==> src/rtl/bp_pkg.sv <==
package bp_pkg;

    localparam int WORD_W = 12;
    localparam int OPC_W  = 3;
    localparam int OPD_W  = WORD_W - OPC_W;

    typedef enum logic [1:0] {
        PH_FETCH = 2'd0,
        PH_EXEC  = 2'd1,
        PH_WAIT  = 2'd2
    } phase_e;

    typedef enum logic [OPC_W-1:0] {
        OP_LDI = 3'd0,
        OP_LDA = 3'd1,
        OP_ADD = 3'd2,
        OP_STA = 3'd3,
        OP_JMP = 3'd4,
        OP_JZ  = 3'd5,
        OP_CRD = 3'd6,
        OP_NOP = 3'd7
    } op_e;

    typedef struct packed {
        logic [WORD_W-1:0] pc;
        logic [WORD_W-1:0] acc;
        logic [WORD_W-1:0] ir;
        phase_e            phase;
    } ctx_t;

endpackage

==> src/rtl/bp_rotor.sv <==
module bp_rotor #(
    parameter int N_CTX = 10,
    localparam int CTX_W = (N_CTX > 1) ? $clog2(N_CTX) : 1
) (
    input  logic             clk,
    input  logic             rst_n,
    output logic [CTX_W-1:0] slot
);
    localparam logic [CTX_W-1:0] LAST = CTX_W'(N_CTX - 1);

    logic [CTX_W-1:0] slot_d, slot_q;

    always_comb begin
        slot_d = (slot_q == LAST) ? '0 : slot_q + 1'b1;
    end

    always_ff @(posedge clk) begin
        if (!rst_n) slot_q <= '0;
        else        slot_q <= slot_d;
    end

    assign slot = slot_q;


    rotate_step_chk: assert property (@(posedge clk) disable iff (!rst_n)
        $past(rst_n) |-> (slot_q == (($past(slot_q) == LAST) ? '0 : $past(slot_q) + 1'b1)));

endmodule

==> src/rtl/bp_ctx_file.sv <==
module bp_ctx_file
    import bp_pkg::*;
#(
    parameter int N_CTX = 10,
    localparam int CTX_W = (N_CTX > 1) ? $clog2(N_CTX) : 1
) (
    input  logic             clk,
    input  logic             rst_n,
    input  logic [CTX_W-1:0] sel,
    input  ctx_t             wr_data,
    output ctx_t             rd_data
);
    ctx_t ctx_d [N_CTX];
    ctx_t ctx_q [N_CTX];

    always_comb begin
        for (int i = 0; i < N_CTX; i++) begin
            ctx_d[i] = ctx_q[i];
            if (sel == CTX_W'(i)) ctx_d[i] = wr_data;
        end
    end

    always_ff @(posedge clk) begin
        for (int i = 0; i < N_CTX; i++) begin
            if (!rst_n) ctx_q[i] <= '{pc: '0, acc: '0, ir: '0, phase: PH_FETCH};
            else        ctx_q[i] <= ctx_d[i];
        end
    end

    always_comb begin
        rd_data = ctx_q[0];
        for (int i = 0; i < N_CTX; i++) begin
            if (sel == CTX_W'(i)) rd_data = ctx_q[i];
        end
    end

endmodule

==> src/rtl/bp_slot_exec.sv <==
module bp_slot_exec
    import bp_pkg::*;
(
    input  logic              clk,
    input  logic              rst_n,
    input  ctx_t              cur,
    input  logic [WORD_W-1:0] mem_rdata,
    input  logic              cm_valid,
    input  logic [WORD_W-1:0] cm_rdata,
    output ctx_t              nxt,
    output logic              mem_en,
    output logic              mem_we,
    output logic [WORD_W-1:0] mem_addr,
    output logic [WORD_W-1:0] mem_wdata,
    output logic              cm_req,
    output logic [WORD_W-1:0] cm_addr
);
    op_e               op;
    logic [WORD_W-1:0] opnd;
    logic [WORD_W-1:0] pc_inc;

    assign op     = op_e'(cur.ir[WORD_W-1:OPD_W]);
    assign opnd   = {{OPC_W{1'b0}}, cur.ir[OPD_W-1:0]};
    assign pc_inc = cur.pc + 1'b1;

    always_comb begin
        nxt       = cur;
        mem_en    = 1'b0;
        mem_we    = 1'b0;
        mem_addr  = cur.pc;
        mem_wdata = cur.acc;
        cm_req    = 1'b0;
        cm_addr   = cur.acc;
        unique case (cur.phase)
            PH_FETCH: begin
                mem_en    = 1'b1;
                nxt.ir    = mem_rdata;
                nxt.phase = PH_EXEC;
            end
            PH_EXEC: begin
                nxt.phase = PH_FETCH;
                nxt.pc    = pc_inc;
                unique case (op)
                    OP_LDI: nxt.acc = opnd;
                    OP_LDA: begin
                        mem_en   = 1'b1;
                        mem_addr = opnd;
                        nxt.acc  = mem_rdata;
                    end
                    OP_ADD: begin
                        mem_en   = 1'b1;
                        mem_addr = opnd;
                        nxt.acc  = cur.acc + mem_rdata;
                    end
                    OP_STA: begin
                        mem_en   = 1'b1;
                        mem_we   = 1'b1;
                        mem_addr = opnd;
                    end
                    OP_JMP: nxt.pc = opnd;
                    OP_JZ:  if (cur.acc == '0) nxt.pc = opnd;
                    OP_CRD: begin
                        cm_req    = 1'b1;
                        nxt.phase = PH_WAIT;
                    end
                    default: ;
                endcase
            end
            PH_WAIT: begin
                if (cm_valid) begin
                    nxt.acc   = cm_rdata;
                    nxt.phase = PH_FETCH;
                end
            end
            default: nxt.phase = PH_FETCH;
        endcase
    end


    store_on_exec_chk: assert property (@(posedge clk) disable iff (!rst_n)
        mem_we |-> (cur.phase == PH_EXEC));


    one_access_chk: assert property (@(posedge clk) disable iff (!rst_n)
        $onehot0({mem_we, cm_req}));

endmodule

==> src/rtl/bp_barrel_seq.sv <==
module bp_barrel_seq
    import bp_pkg::*;
#(
    parameter int N_CTX = 10,
    localparam int CTX_W = (N_CTX > 1) ? $clog2(N_CTX) : 1
) (
    input  logic              clk,
    input  logic              rst_n,
    output logic [CTX_W-1:0]  slot_ctx,
    output logic              mem_en,
    output logic              mem_we,
    output logic [WORD_W-1:0] mem_addr,
    output logic [WORD_W-1:0] mem_wdata,
    input  logic [WORD_W-1:0] mem_rdata,
    output logic              cm_req,
    output logic [WORD_W-1:0] cm_addr,
    input  logic [WORD_W-1:0] cm_rdata,
    input  logic              cm_valid
);
    logic [CTX_W-1:0] slot;
    ctx_t             cur_ctx;
    ctx_t             nxt_ctx;
    logic             stall;

    bp_rotor #(.N_CTX(N_CTX)) u_rotor (
        .clk   (clk),
        .rst_n (rst_n),
        .slot  (slot)
    );

    bp_ctx_file #(.N_CTX(N_CTX)) u_file (
        .clk     (clk),
        .rst_n   (rst_n),
        .sel     (slot),
        .wr_data (nxt_ctx),
        .rd_data (cur_ctx)
    );

    bp_slot_exec u_exec (
        .clk       (clk),
        .rst_n     (rst_n),
        .cur       (cur_ctx),
        .mem_rdata (mem_rdata),
        .cm_valid  (cm_valid),
        .cm_rdata  (cm_rdata),
        .nxt       (nxt_ctx),
        .mem_en    (mem_en),
        .mem_we    (mem_we),
        .mem_addr  (mem_addr),
        .mem_wdata (mem_wdata),
        .cm_req    (cm_req),
        .cm_addr   (cm_addr)
    );

    assign slot_ctx = slot;
    assign stall    = (cur_ctx.phase == PH_WAIT) && !cm_valid;


    stall_hold_chk: assert property (@(posedge clk) disable iff (!rst_n)
        stall |-> (nxt_ctx == cur_ctx));

endmodule

==> config.mk <==
export PLATFORM = sky130hd
export DESIGN_NAME = bp_barrel_seq
export DESIGN_NICKNAME = d
export VERILOG_FILES = /design/src/rtl/bp_pkg.sv /design/src/rtl/bp_rotor.sv /design/src/rtl/bp_ctx_file.sv /design/src/rtl/bp_slot_exec.sv /design/src/rtl/bp_barrel_seq.sv
export SDC_FILE = /design/constraint.sdc
export NUM_CORES = 1
export LEC_CHECK = 0
export BUFFER_PORTS_ARGS = -buffer_cell sky130_fd_sc_hd__buf_2
export CORE_ASPECT_RATIO = 1.5
export CORE_MARGIN = 10
export CORE_UTILIZATION = 25
export CTS_CLUSTER_SIZE = 28
export DETAILED_ROUTE_END_ITERATION = 10
export HOLD_SLACK_MARGIN = 0.06
export SLEW_MARGIN = 20
export SYNTH_ARGS = -nofsm -noshare
export SYNTH_HDL_FRONTEND = slang
export SYNTH_SLANG_ARGS = --single-unit
==> constraint.sdc <==
create_clock -name clk -period 4.39 [get_ports clk]
set_clock_uncertainty 0.15 [all_clocks]
set_input_delay 0 -clock clk [delete_from_list [all_inputs] [get_ports clk]]
set_output_delay 0 -clock clk [all_outputs]
set_load 0.05 [all_outputs]
# Yosys cells after proc, flatten, opt, wreduce, memory -nomap -nowiden
# Memories as Yosys holds them, arrays and structs flattened.
# Cells that the tools add are included.
# totals
ff_bits	4
mem_bits_rw	380
input_bits	27
output_inout_bits	43
word_cells	88
memories	1
# memory_table
name	depth	word_bits	rd	rd_ports_with_merged_regs	write_ports	line_no	source
u_file.ctx_q	10	38	10	0	10	bp_ctx_file.sv:14	ctx_t ctx_q [N_CTX];
# op_classes
n_addsub	3
eq_ne	17
n_mux	49
n_bitwise	11
reduce_logical	6
# op_table
operator	n
38-bit 2-to-1 mux	29
12-bit 2-to-1 mux	6
12-bit case mux with 2 select lines	2
12-bit case mux with 3 select lines	1
4-bit by 3-bit equality test with 1-bit output, second input constant	4
12-bit by 1-bit adder with 12-bit output, second input constant	1
12-bit adder	1
12-bit zero test	1
1-bit bitwise OR	10
3-bit equality test, second input constant	3
4-bit by 2-bit equality test with 1-bit output, second input constant	2
4-bit equality test, second input constant	2
1-bit 2-to-1 mux	7
3-bit by 2-bit equality test with 1-bit output, second input constant	2
2-bit case mux with 3 select lines	1
4-bit by 1-bit adder with 4-bit output, second input constant	1
4-bit by 1-bit equality test with 1-bit output, second input constant	1
4-bit zero test	1
2-bit 2-to-1 mux	2
3-bit by 1-bit equality test with 1-bit output, second input constant	1
3-bit zero test	1
3-bit OR reduction	1
2-bit by 1-bit equality test with 1-bit output, second input constant	1
2-bit equality test, second input constant	1
other kinds (4)	4

# Depth between registers and ports, before layout
# depth
word_depth	16
ltp_mapped	22
mapped_depth_nobuf	19

# By module
# Synthesis repeated with hierarchy kept, for this count alone.
# unflattened
cells_unflattened	2715
area_unflattened_um2	20593.5
# by_module_without_submodules
module	instances	cells_per_inst	area_per_inst_um2	seq_area_each_um2
bp_ctx_file	1	2332	18004.8	7607.3
bp_slot_exec	1	364	2403.6	0.0
bp_rotor	1	19	185.2	80.1

# Worst setup path before layout
# Ideal clock, no wire load.
# synth_path
path_kind	register to register
start	register u_rotor.slot_q[0], in the netlist u_rotor.slot[0]
end	memory u_file.ctx_q[0][39] in the netlist's numbering
setup_time_ns	0.084
t_arrival_ns	5.654
t_required_ns	4.156
path_slack_ns	-1.498
path_stages_with_launch	19
n_path_buf	3
period_less_slack_ns	5.888
cell_sequence	dfxtp_1 inv_1 ha_1 buf_2 or3b_1 clkbuf_1 clkbuf_1 nor2_1 a211o_1 a311o_1 a21oi_1 a21oi_1 o211ai_1 and2_1 ha_1 inv_1 nor4_1 o21ai_1 o21ai_0
# synth_rtl
element	line_no	source
start: declaration	bp_rotor.sv:11	logic [CTX_W-1:0] slot_d, slot_q;
start signal: assignment	bp_rotor.sv:19	else slot_q <= slot_d;
end: declaration	bp_ctx_file.sv:14	

# Worst setup path after layout
# layout_path
start	register u_rotor.slot_q[0], in the netlist u_rotor.slot[0]
end	output port mem_addr[0]
# layout_via
elab_chain_len	14
elab_cells_between_ends	25
classes_between	13 x eq/ne; 11 x mux; 1 x reduce/logical
# layout_rtl
element	line_no	source
4-bit by 1-bit equality test with 1-bit output	bp_ctx_file.sv:33	if (sel == CTX_W'(i)) rd_data = ctx_q[i];
38-bit 2-to-1 mux (8 in series)	bp_ctx_file.sv:33	
38-bit 2-to-1 mux *	bp_ctx_file.sv:33	
3-bit by 2-bit equality test with 1-bit output / 3-bit by 1-bit equality test with 1-bit output (equally long branches)	bp_slot_exec.sv:43	unique case (op)
3-bit OR reduction (no source line)	--	
12-bit 2-to-1 mux	bp_slot_exec.sv:43	
12-bit 2-to-1 mux *	bp_slot_exec.sv:34	unique case (cur.phase)
end: declaration	bp_barrel_seq.sv:12	output logic [WORD_W-1:0] mem_addr,
# Mark *: on every way between the ends. The rest lies on a longest branch, timed or not.

==> impl_metrics.ini <==
[cells_and_area]
drive_above_1_share_pct = 25.0
area_growth_syn_to_layout_pct = 32.5
num-nets-final = 2746
layout.cells.non_filler = 3729
antenna_cells = 0

[critical_path]
critPathMaxStageDelay_ns = 0.40
cp-endpoint = mem_addr[0]
worstPathMaxFanout = 6
crit_family = compound AO/OA/AOI/OAI gates
worst_path_max_delay_cell = or3b_4
start_kind = flop
timing.rr.end = u_file.ctx_q[1][72]
cp.arrival_ns = 4.20
endpoint_kind = output port
reg2reg_slack_ns = 0.06
crit_type = reg -> out
critPathLaunch = u_rotor.slot[0]
cp.required_ns = 4.24
r2r_start = u_rotor.slot[1]
worst-path-buf-inv = 7
cp.depth = 20
reg2reg_depth = 18
crit_chain = inv_4 > ha_4 > buf_8 > or3b_4 > buf_6 > a211o_1 > a311o_1 > a21oi_2 > a21oi_2 > o211ai_1 > and2_4 > buf_6 > ha_4 > inv_6 > nor2_4 > and2_4 > buf_12 > nor2_2 > a21oi_4 > buf_12

[placement]
preCtsSetupSlack_ns = -0.274
portBuffers = 69
dp_hpwl_um = 57800
placed_cells = 3591
place_congestion = 0.956

[yosys]
synthArstFlopShare_pct = 0
synth.avg_cell_area_um2 = 7.84
synth_cells = 2465
seq_area_frac_synth_pct = 39.8
syn_nets = 2515
ys.flop_type = dfxtp_1
ys_warn_count = 0
ys_seq_elements = 384
synth_edf_count = 0
ys_types = 103
syn-cell-area_mm2 = 0.0193

[cts]
insertion_delay_ns = 0.58
htreeDepth = 2
clock_sinks = 384
clockRootBuffer = clkbuf_16
clock_path_buffers = 3
clkTransAtPathRegs_ns = 0.06
cts_tree = built
cts_made_buffers = 39

[floorplanning]
die_w_um = 247
core.rowCount = 124
die_h_um = 361
start_util_pct = 25.3
coreArea_mm2 = 0.0765
io_pins = 70
dieArea_mm2 = 0.0891

[sta]
final_hold_viol_count = 0
fmax_mhz = 230
worst_pin_slew_ns = 1.03
slew_viol_final = 0
rsz0062_at_grt = true
setup_tns_ns = 0
layout_setup_ws_ns = 0.0361
finalCritPeriodShare_pct = 99.2
setup_viol = 0
period_minus_slack_ns = 4.35
maxSlewHeadroom_pct = 31.5

[detailed_routing]
drtIter0Drc = 2154
detail-route-antenna-nets = 0
routedWlPerCell_um = 22.3
num_vias = 20200
drt_wl_total_um = 83300
vias_per_cell = 5.43
drt_drc_violations_left = 0
drt-pass1-iter-count = 6

[hold_path]
holdPathStages = 4
worstHoldPathType = in -> reg

[pwr]
pwr_density_cell_mw_per_mm2 = 488
power.leakage_nw = 9.63
ir_drop_v = 0.000303

[status]
status = finished, final reports clean

[global_route]
grt_max_degree = 146
antenna_found_initial = 0
grtUsageTotal_pct = 17.6
first_global_vias = 19400
grt_overflow_total = 0
grt_pass1_wl_um = 121000

[run]
maxCapViolCount = 0
[worst min-delay path by stage]
stage	startpoint	endpoint	slack, ns
3_5_place_dp	u_file.ctx_q[0][26]	u_file.ctx_q[0][26]	0.30
6_report	mem_rdata[0]	u_file.ctx_q[2][14]	0.05
2_1_floorplan	rst_n	u_file.ctx_q[4][63]	0.16
5_1_grt	mem_rdata[0]	u_file.ctx_q[2][14]	0.13
4_1_cts	mem_rdata[0]	u_file.ctx_q[2][40]	0.07
3_3_place_gp	u_file.ctx_q[4][26]	u_file.ctx_q[4][26]	0.30
[report_power, final]
| part | total (mW) | internal (mW) | leakage [nW] | switching [mW] |
|---|---|---|---|---|
| sequential | 3.78 | 3.68 | 3.12 | 0.107 |
| clock | 3.48 | 1.99 | 0.628 | 1.50 |
| combinational | 5.23 | 2.04 | 5.89 | 3.19 |
| total | 12.5 | 7.70 | 9.63 | 4.80 |
[worst min-delay path: cells and delay by family]
family / cells / cell delay, ns
AO/OA/AOI/OAI: 3 / 0.55
buffers and inverters: 1 / 0.17
[synth_stat cells, drive strengths merged (18+ instances only)]
master | count | share of area (%)
and2 | 18 | 0.58
buf | 66 | 1.9
a21oi | 322 | 8.6
a21o | 18 | 0.70
nor3 | 26 | 0.70
a211o | 18 | 0.82
a31oi | 50 | 1.6
dfxtp | 384 | 40
a221oi | 30 | 1.4
o211ai | 43 | 1.7
a211oi | 49 | 2.0
o21ai | 298 | 7.7
nand2b | 23 | 0.74
a311oi | 18 | 0.94
o21a | 19 | 0.74
nand2 | 130 | 2.5
a22oi | 26 | 1.0
mux2i | 20 | 1.0
inv | 46 | 0.89
nand3 | 59 | 1.5
clkbuf | 181 | 3.5
ha | 22 | 1.4
o22ai | 37 | 1.2
nor2 | 327 | 6.4
[layer usage]
| metal | vias up | wire, µm | share of wire (%) | global-route usage (%) |
|---|---|---|---|---|
| met5 | - | 0 | 0 | 0 |
| met4 | 0 | 6780 | 8.1 | 13.1 |
| met3 | 274 | 3960 | 4.8 | 1.92 |
| met2 | 747 | 42100 | 51 | 31.3 |
| met1 | 9754 | 30400 | 37 | 18.7 |
| li1 | 9455 | - | - | - |
[cells by family (layout without fill, tap and decap cells)]
family,after synthesis,after routing,synth area share [%]
compound gates,1035,1035,33.8
xor+xnor,8,8,0.362
fa+ha+maj,23,23,1.53
buf+inv,294,549,6.35
flops,384,384,39.8
mux,22,22,1.15
simple gates,699,700,17.0
[cell usage in the layout (no fill, tap or decap), types with 40 or more instances in the layout]
master,n
buf_4,286
a21oi_1,274
a21oi_2,43
buf_12,40
nand2_1,126
a31oi_1,49
o211ai_1,41
o21ai_0,270
buf_2,56
a211oi_1,43
clkbuf_16,47
nand3_1,58
dfxtp_1,380
nor2_1,315
[layout make-up]
cell class,count,area [µm²]
Clock buffer,54,1130
Tap cell,1008,1260
Clock inverter,12,151
Fill cell,7934,50900
Timing Repair Buffer,436,3920
Multi-Input combinational cell,1788,11300
Inverter,47,194
Sequential cell,384,7700
[registers in the layout, summed over array words and instances (netlist names)]
register / count
u_rotor.slot: 4
u_file.ctx_q: 380
[repair_timing]
| action | 4_1_cts | 5_1_grt |
|---|---|---|
| gates resized for setup | 55 | 133 |
| pin swaps | 15 | 42 |
| setup endpoints to repair | 117 | 194 |
| buffers inserted | 24 | 19 |
| cloned | 2 | 7 |
| endpoints found under the hold margin | 263 | 0 |
| hold buffers | 23 | 0 |
[through the flow]
step           util (%)  area (µm²)  hold WS [ns]  power [mW]
2_1_floorplan         -       19500         0.164        6.32
3_3_place_gp       29.8       22800         0.296        8.40
3_5_place_dp       29.8       22800         0.302        8.41
4_1_cts            32.4       24800        0.0679        12.1
5_1_grt            33.5       25600         0.125        12.9
6_report           33.5       25600        0.0530        12.5
Power figures use the tool's default switching activity.
